File: config.mk
export PLATFORM = sky130hd
export DESIGN_NAME = agu_shadd
export DESIGN_NICKNAME = d
export VERILOG_FILES = /design/src/rtl/agu_shadd_pkg.sv /design/src/rtl/agu_shadd_dec.sv /design/src/rtl/agu_shadd_pre.sv /design/src/rtl/agu_shadd_out.sv /design/src/rtl/agu_shadd.sv
export SDC_FILE = /design/constraint.sdc
export NUM_CORES = 1
export LEC_CHECK = 0
export CAP_MARGIN = 20
export CELL_PAD_IN_SITES_DETAIL_PLACEMENT = 0
export CELL_PAD_IN_SITES_GLOBAL_PLACEMENT = 1
export CORE_ASPECT_RATIO = 1.5
export CORE_MARGIN = 10
export CORE_UTILIZATION = 36
export DETAILED_ROUTE_END_ITERATION = 10
export PLACE_DENSITY_LB_ADDON = 0.1
export SLEW_MARGIN = 10
export SYNTH_ARGS = -nofsm -noshare
export SYNTH_HDL_FRONTEND = slang
export SYNTH_SLANG_ARGS = --single-unit
File: constraint.sdc
create_clock -name vclk -period 5.4
set_clock_uncertainty 0.05 [all_clocks]
set_input_delay 0.81 -clock vclk [all_inputs]
set_output_delay 0.81 -clock vclk [all_outputs]
set_load 0.005 [all_outputs]
File: src/rtl/agu_shadd_pkg.sv
package agu_shadd_pkg;

  localparam int WORD_W  = 32;
  localparam int SHAMT_W = 6;

  typedef enum logic [2:0] {
    OP_SLLI_UW   = 3'd0,
    OP_SH1ADD    = 3'd1,
    OP_SH2ADD    = 3'd2,
    OP_SH3ADD    = 3'd3,
    OP_ADD_UW    = 3'd4,
    OP_SH1ADD_UW = 3'd5,
    OP_SH2ADD_UW = 3'd6,
    OP_SH3ADD_UW = 3'd7
  } agu_op_e;

  typedef struct packed {
    logic       zext;       // take the zero-extended low word of index
    logic [1:0] scale;      // pre-adder shift amount
    logic       imm_shift;  // immediate shift path, no add
    logic       illegal;    // code not offered in this width
  } agu_ctl_t;

endpackage

File: src/rtl/agu_shadd_dec.sv
module agu_shadd_dec
  import agu_shadd_pkg::*;
#(
  parameter int XLEN = 64
) (
  input  logic [2:0] op_sel,
  output agu_ctl_t   ctl
);

  localparam bit WIDE = (XLEN > WORD_W);

  always_comb begin
    ctl.zext      = op_sel[2] | (op_sel == OP_SLLI_UW);
    ctl.scale     = op_sel[1:0];
    ctl.imm_shift = (op_sel == OP_SLLI_UW);
    if (WIDE) begin
      ctl.illegal = 1'b0;
    end else begin
      ctl.illegal = op_sel[2] | (op_sel[1:0] == 2'd0);
    end
  end

endmodule

File: src/rtl/agu_shadd_pre.sv
module agu_shadd_pre
  import agu_shadd_pkg::*;
#(
  parameter int XLEN = 64
) (
  input  logic [XLEN-1:0] index,
  input  logic            zext,
  input  logic [1:0]      scale,
  output logic [XLEN-1:0] src,
  output logic [XLEN-1:0] addend
);

  generate
    if (XLEN > WORD_W) begin : g_wide
      assign src = zext ? {{(XLEN-WORD_W){1'b0}}, index[WORD_W-1:0]} : index;
    end else begin : g_narrow
      logic unused_zext;
      assign unused_zext = zext;
      assign src = index;
    end
  endgenerate

  // Four-way mux in front of the adder; no general shifter on this path.
  always_comb begin
    unique case (scale)
      2'd0:    addend = src;
      2'd1:    addend = {src[XLEN-2:0], 1'b0};
      2'd2:    addend = {src[XLEN-3:0], 2'b0};
      default: addend = {src[XLEN-4:0], 3'b0};
    endcase
  end

endmodule

File: src/rtl/agu_shadd_out.sv
module agu_shadd_out #(
  parameter int XLEN    = 64,
  parameter bit REG_OUT = 1'b0
) (
  input  logic            clk,
  input  logic            rst_n,
  input  logic            in_valid,
  input  logic [XLEN-1:0] res_c,
  input  logic            ill_c,
  output logic [XLEN-1:0] result,
  output logic            illegal,
  output logic            out_valid
);

  generate
    if (REG_OUT) begin : g_reg
      logic [XLEN-1:0] res_d, res_q;
      logic            ill_d, ill_q;
      logic            vld_d, vld_q;

      always_comb begin
        vld_d = in_valid;
        res_d = res_q;
        ill_d = ill_q;
        if (in_valid) begin
          res_d = res_c;
          ill_d = ill_c;
        end
      end

      always_ff @(posedge clk or negedge rst_n) begin
        if (!rst_n) begin
          vld_q <= 1'b0;
          res_q <= '0;
          ill_q <= 1'b0;
        end else begin
          vld_q <= vld_d;
          res_q <= res_d;
          ill_q <= ill_d;
        end
      end

      assign result    = res_q;
      assign illegal   = ill_q;
      assign out_valid = vld_q;
    end else begin : g_comb
      logic unused_clkrst;
      assign unused_clkrst = clk ^ rst_n;
      assign result    = res_c;
      assign illegal   = ill_c;
      assign out_valid = in_valid;
    end
  endgenerate

endmodule

File: src/rtl/agu_shadd.sv
module agu_shadd
  import agu_shadd_pkg::*;
#(
  parameter int XLEN    = 64,
  parameter bit REG_OUT = 1'b0
) (
  input  logic                clk,
  input  logic                rst_n,
  input  logic                in_valid,
  input  logic [2:0]          op_sel,
  input  logic [SHAMT_W-1:0]  shamt,
  input  logic [XLEN-1:0]     index,
  input  logic [XLEN-1:0]     base,
  output logic [XLEN-1:0]     result,
  output logic                illegal,
  output logic                out_valid
);

  agu_ctl_t        ctl;
  logic [XLEN-1:0] src;
  logic [XLEN-1:0] addend;
  logic [XLEN-1:0] sum;
  logic [XLEN-1:0] shifted;
  logic [XLEN-1:0] res_c;

  agu_shadd_dec #(.XLEN(XLEN)) u_dec (
    .op_sel (op_sel),
    .ctl    (ctl)
  );

  agu_shadd_pre #(.XLEN(XLEN)) u_pre (
    .index  (index),
    .zext   (ctl.zext),
    .scale  (ctl.scale),
    .src    (src),
    .addend (addend)
  );

  // Carry out of the top bit is dropped: modulo 2^XLEN.
  assign sum     = base + addend;
  assign shifted = src << shamt;

  always_comb begin
    if (ctl.illegal) begin
      res_c = '0;
    end else if (ctl.imm_shift) begin
      res_c = shifted;
    end else begin
      res_c = sum;
    end
  end

  agu_shadd_out #(.XLEN(XLEN), .REG_OUT(REG_OUT)) u_out (
    .clk       (clk),
    .rst_n     (rst_n),
    .in_valid  (in_valid),
    .res_c     (res_c),
    .ill_c     (ctl.illegal),
    .result    (result),
    .illegal   (illegal),
    .out_valid (out_valid)
  );

endmodule

# After elaboration in Yosys (flattened, before gate mapping)
# Cells that the tools add are included.
totals:
  reg_bits: 0
  in_bits: 140
  output_inout_bits: 66
  word_cells: 10
classes:
  addsub: 1
  n_eq_ne: 2
  shifts: 1
  n_mux: 3
  bitwise_logic: 1
  n_reduce_logical: 2
op_table:
  columns: ["op", "count"]
  rows:
  - ["$pmux W64 S3", 1]
  - ["$mux W64", 2]
  - ["$add A64 B64 Y64", 1]
  - ["$shl A64 B6 Y64", 1]
  - ["$logic_not A3 Y1", 1]
  - ["$eq A2 B1 Y1 const B", 1]
  - ["$eq A2 B2 Y1 const B", 1]
  - ["$logic_not A2 Y1", 1]
  - ["$or A1 B1 Y1", 1]

# Logic depth before layout (Yosys ltp)
depth:
  ltp_word: 6
  mapped_depth: 18
  ltp_nobuf: 14

# Cells and area by module
# Synthesis repeated with hierarchy kept, for this count alone.
unflattened:
  hier_cells: 1632
  hier_area_um2: 11880.1
modules_own_cells:
  columns: ["module", "instances", "cells_each", "area_each_um2", "seq_area_each_um2"]
  rows:
  - ["agu_shadd", 1, 1243, 8588.2, 0.0]
  - ["agu_shadd_pre", 1, 317, 2752.6, 0.0]
  - ["agu_shadd_out", 1, 66, 495.5, 0.0]
  - ["agu_shadd_dec", 1, 6, 43.8, 0.0]

# Worst setup path before layout
# No wires, ideal clock.
synth_timing:
  kind: "input-to-output"
  start: "in op_sel[0]"
  end: "out result[54]"
  arrival_time_ns: 4.474
  required_time_ns: 4.540
  path_slack_ns: 0.066
  stages: 15
  path_buffers: 4
  path_cell_list: "buf_2 buf_2 buf_1 mux4_2 ha_1 buf_2 and4_4 nand3_4 nor4_2 o2111ai_1 a21oi_2 nor2_1 o21a_1 nor4bb_1 or3_1"
synth_via:
  elab_chain_cells: 6
  word_cells_on_any_way: 10
  cone_classes: "1 x add/sub; 2 x eq/ne; 1 x shift; 3 x mux; 1 x bitwise; 2 x reduce/logical"
synth_lines:
  columns: ["item", "line_no", "text"]
  rows:
  - ["start: declaration", "agu_shadd.sv:10", "input logic [2:0] op_sel,"]
  - ["$logic_not A3 Y1", "agu_shadd_dec.sv:13, agu_shadd_dec.sv:15", null]
  - ["$or A1 B1 Y1", "agu_shadd_dec.sv:13", "ctl.zext = op_sel[2] | (op_sel == OP_SLLI_UW);"]
  - ["$mux W64", "agu_shadd_pre.sv:15", "assign src = zext ? {{(XLEN-WORD_W){1'b0}}, index[WORD_W-1:0]} : index;"]
  - ["$pmux W64 S3", "agu_shadd_pre.sv:25", "unique case (scale)"]
  - ["$add A64 B64 Y64", "agu_shadd.sv:40", "assign sum = base + addend;"]
  - ["$mux W64 (*)", "agu_shadd.sv:46", "end else if (ctl.imm_shift) begin"]
  - ["end: declaration", "agu_shadd.sv:14", "output logic [XLEN-1:0] result,"]
# Every way passes the cells marked *; elsewhere a longest branch is shown, timed or not.

# Final worst setup path
layout_timing:
  start: "in index[26]"
  end: "out result[59]"
layout_via:
  elab_chain_cells: 4
  word_cells_on_any_way: 5
  cone_classes: "1 x add/sub; 1 x shift; 3 x mux"
layout_lines:
  columns: ["item", "line_no", "text"]
  rows:
  - ["start: declaration", "agu_shadd.sv:12", "input logic [XLEN-1:0] index,"]
  - ["$mux W64 (*)", "agu_shadd_pre.sv:15", null]
  - ["$pmux W64 S3", "agu_shadd_pre.sv:25", null]
  - ["$add A64 B64 Y64", "agu_shadd.sv:40", null]
  - ["$mux W64 (*)", "agu_shadd.sv:46", null]
# Marks and branches as above.

==> flow_summary.yaml <==
layout:
  fin_cells: 2164
  design.seq.count: 0
  drive_gt1_frac: 0.346
  seqCellArea_um2: 0
  fillers: 2667
  diodes: 0
  num-nets-final: 2034
  n_clock_buffer: 0
  area_growth_pct: 54.4
global_route:
  grt.overflow.total: 0
  antenna_found_initial: 0
  grt_max_degree: 73
  grtUsageTotal: 0.275
  grt_pass1_vias: 12952
  grt_pass1_wl_um: 75700
sta:
  fin_crit_ns: 5.32
  slew_viol_final: 0
  timing.fmax_mhz: 188
  finalSetupViolCount: 0
  period_share: 0.984
  worstMarginPinSlew_ns: 0.746
  hold_ws_ns: 1.57
  hold_viol: 0
  grt_setup_unrepaired: "true"
  slew_headroom: 0.503
drt:
  wire_per_inst_um: 23.6
  vias_per_cell: 5.84
  drt_iter0_markers: 638
  num_vias: 12648
  ant_nets: 0
  route.detailed.drc: 0
  drt_wl_total_um: 51100
  drt-pass1-iter-count: 6
power_and_ir_drop:
  internal_power_mw: 1.10
  power_frac_seq: 0
  p_comb_frac: 1.000
  p_sw_frac: 0.496
  p_leak_nw: 6.96
  clkPwrFrac: 0
  p_sw_mw: 1.08
  total_power_mw: 2.19
  irDropWorstVdd_uv: 60.1
  power_density_nw_per_um2: 142
die:
  die_area_um2: 34900
  die_h_um: 224
  start_util: 0.366
  fp.coreArea_um2: 27300
  pin_count: 206
  die_x_um: 156
  rows: 74
synth:
  synthMuxAreaShare: 0.298
  synthCells: 1359
  yosysUniqueCellTypes: 86
  synth.cell_area_um2: 9990
  syn_area_per_cell_um2: 7.35
  synth_xor_area_frac: 0.0517
  synthAdderAreaFrac: 0.0884
  ys_seq_area_frac: 0
  syn_nets: 1569
  synth_warnings: 0
  synth-simple-area-share: 0.176
  synth_top_family_by_area: "compound AO/OA/AOI/OAI gates"
  synth_compound_area_frac: 0.310
worst_setup_path:
  end_kind: "output pin"
  crit_top_cell: "buf_4"
  start_kind: "input port"
  crit_start: "index[26]"
  crit_slowest_cell: "clkdlybuf4s50_1"
  crit_type: "input port to output pin"
  cp.required_ns: 4.54
  worst-path-max-fanout: 5
  crit_family: "buffers and inverters"
  critPathBufInv: 5
  slowest_delay_ns: 0.57
  cp_cell_sequence: "clkdlybuf4s50_1 > buf_4 > mux2i_1 > mux2i_2 > ha_1 > a21o_1 > a21o_1 > a21oi_1 > buf_4 > or3_1 > o21ai_2 > a21oi_2 > nor2b_2 > xor2_1 > o21ai_1 > buf_4 > clkdlybuf4s50_1"
  worstPathArrival_ns: 4.46
hold_path:
  hp-class: "input port to output pin"
  hp-start: "in_valid"
placed_design:
  dpl.hpwl_um: 42700
  dp_cells: 2123
  port_buffers: 201
  gp_congestion: 0.974
job:
  drv_cap: 0
clock_network:
  ctsHoldBuffers: 0
outcome:
  status: "complete, no violations"
==> power groups by stage <==
| stage | logic (mW) | clock network (mW) | registers, mW |
|---|---|---|---|
| 3_3_place_gp | 2.06 | 0 | 0 |
| 4_1_cts | 2.12 | 0 | 0 |
| 3_5_place_dp | 2.06 | 0 | 0 |
| 2_1_floorplan | 1.01 | 0 | 0 |
| 5_1_grt | 2.34 | 0 | 0 |
| 6_report | 2.19 | 0 | 0 |
==> per-layer routing <==
| layer | part of all wire | vias to the layer above | global-route usage | wire [um] |
|---|---|---|---|---|
| met5 | 0 | - | 0 | 0 |
| met4 | 0.089 | 0 | 0.203 | 4570 |
| met3 | 0.044 | 122 | 0.0222 | 2230 |
| met2 | 0.51 | 432 | 0.501 | 26100 |
| met1 | 0.36 | 5980 | 0.287 | 18200 |
| li1 | - | 6114 | - | - |
==> cell usage after synthesis, types with 12 or more instances <==
library cell / n / area (um^2)
mux4_2: 54 / 1220
nor2b_1: 12 / 75.1
buf_2: 35 / 175
buf_1: 13 / 48.8
mux2_2: 57 / 642
a22oi_1: 29 / 218
nand3_1: 19 / 95.1
a21oi_1: 129 / 646
o21ai_0: 73 / 365
nand4_1: 22 / 138
o21ai_1: 24 / 120
inv_1: 36 / 135
a211oi_1: 28 / 210
o21bai_1: 15 / 113
ha_1: 69 / 863
nand2_1: 121 / 454
nor3_1: 21 / 105
a21o_1: 42 / 315
o22ai_1: 39 / 244
nor2_1: 138 / 518
xor2_1: 29 / 254
clkbuf_1: 56 / 210
xnor2_1: 30 / 263
mux2i_1: 86 / 861
==> area by class of cell <==
cell class	instances	area [um^2]	area share
multi-input combinational	1201	9850	0.639
timing repair buffer	583	5000	0.324
tap	342	428	0.0278
inverter	38	143	0.00925
==> worst paths after layout <==
kind	endpoint	slack, ns	cells after the start
setup / recovery	result[59]	0.08	17
hold / removal	out_valid	1.57	0
==> kinds of logic (layout without fill, tap and decap cells) <==
family                   Yosys count  in the layout
XOR/XNOR                          59             59
AO/OA/AOI/OAI                    478            478
AND/OR/NAND/NOR                  385            385
adder cells (fa/ha/maj)           70             70
buffers and inverters            158            621
other                              1              1
multiplexers                     208            208
==> cell usage in the layout, fill, tap and decap left out, drive strengths merged, types with 30 or more instances in the layout <==
master,count
nand2,121
a211oi,32
clkdlybuf4s50,136
nor2,138
mux2i,87
mux2,59
mux4,62
ha,69
dlygate4sd2,35
o21ai,102
xnor2,30
buf,388
o22ai,39
a21o,42
a21oi,135
inv,37
==> per-stage QoR <==
step	setup slack (ns)	setup TNS [ns]	util	area, um^2
after floorplan	0.0658	0	-	9990
after detailed placement	-0.432	-8.42	0.530	14500
after CTS	-0.121	-0.527	0.547	15000
after global routing	-0.0573	-0.167	0.565	15400
after global placement	-0.447	-8.53	0.530	14500
final	0.0849	0	0.565	15400
==> timing repair <==
action | CTS | global route
endpoints found under the setup margin | 37 | 29
buffers inserted | 20 | 21
resized for setup | 120 | 86
pin swaps | 31 | 32
(Power assumes the default switching activity.)
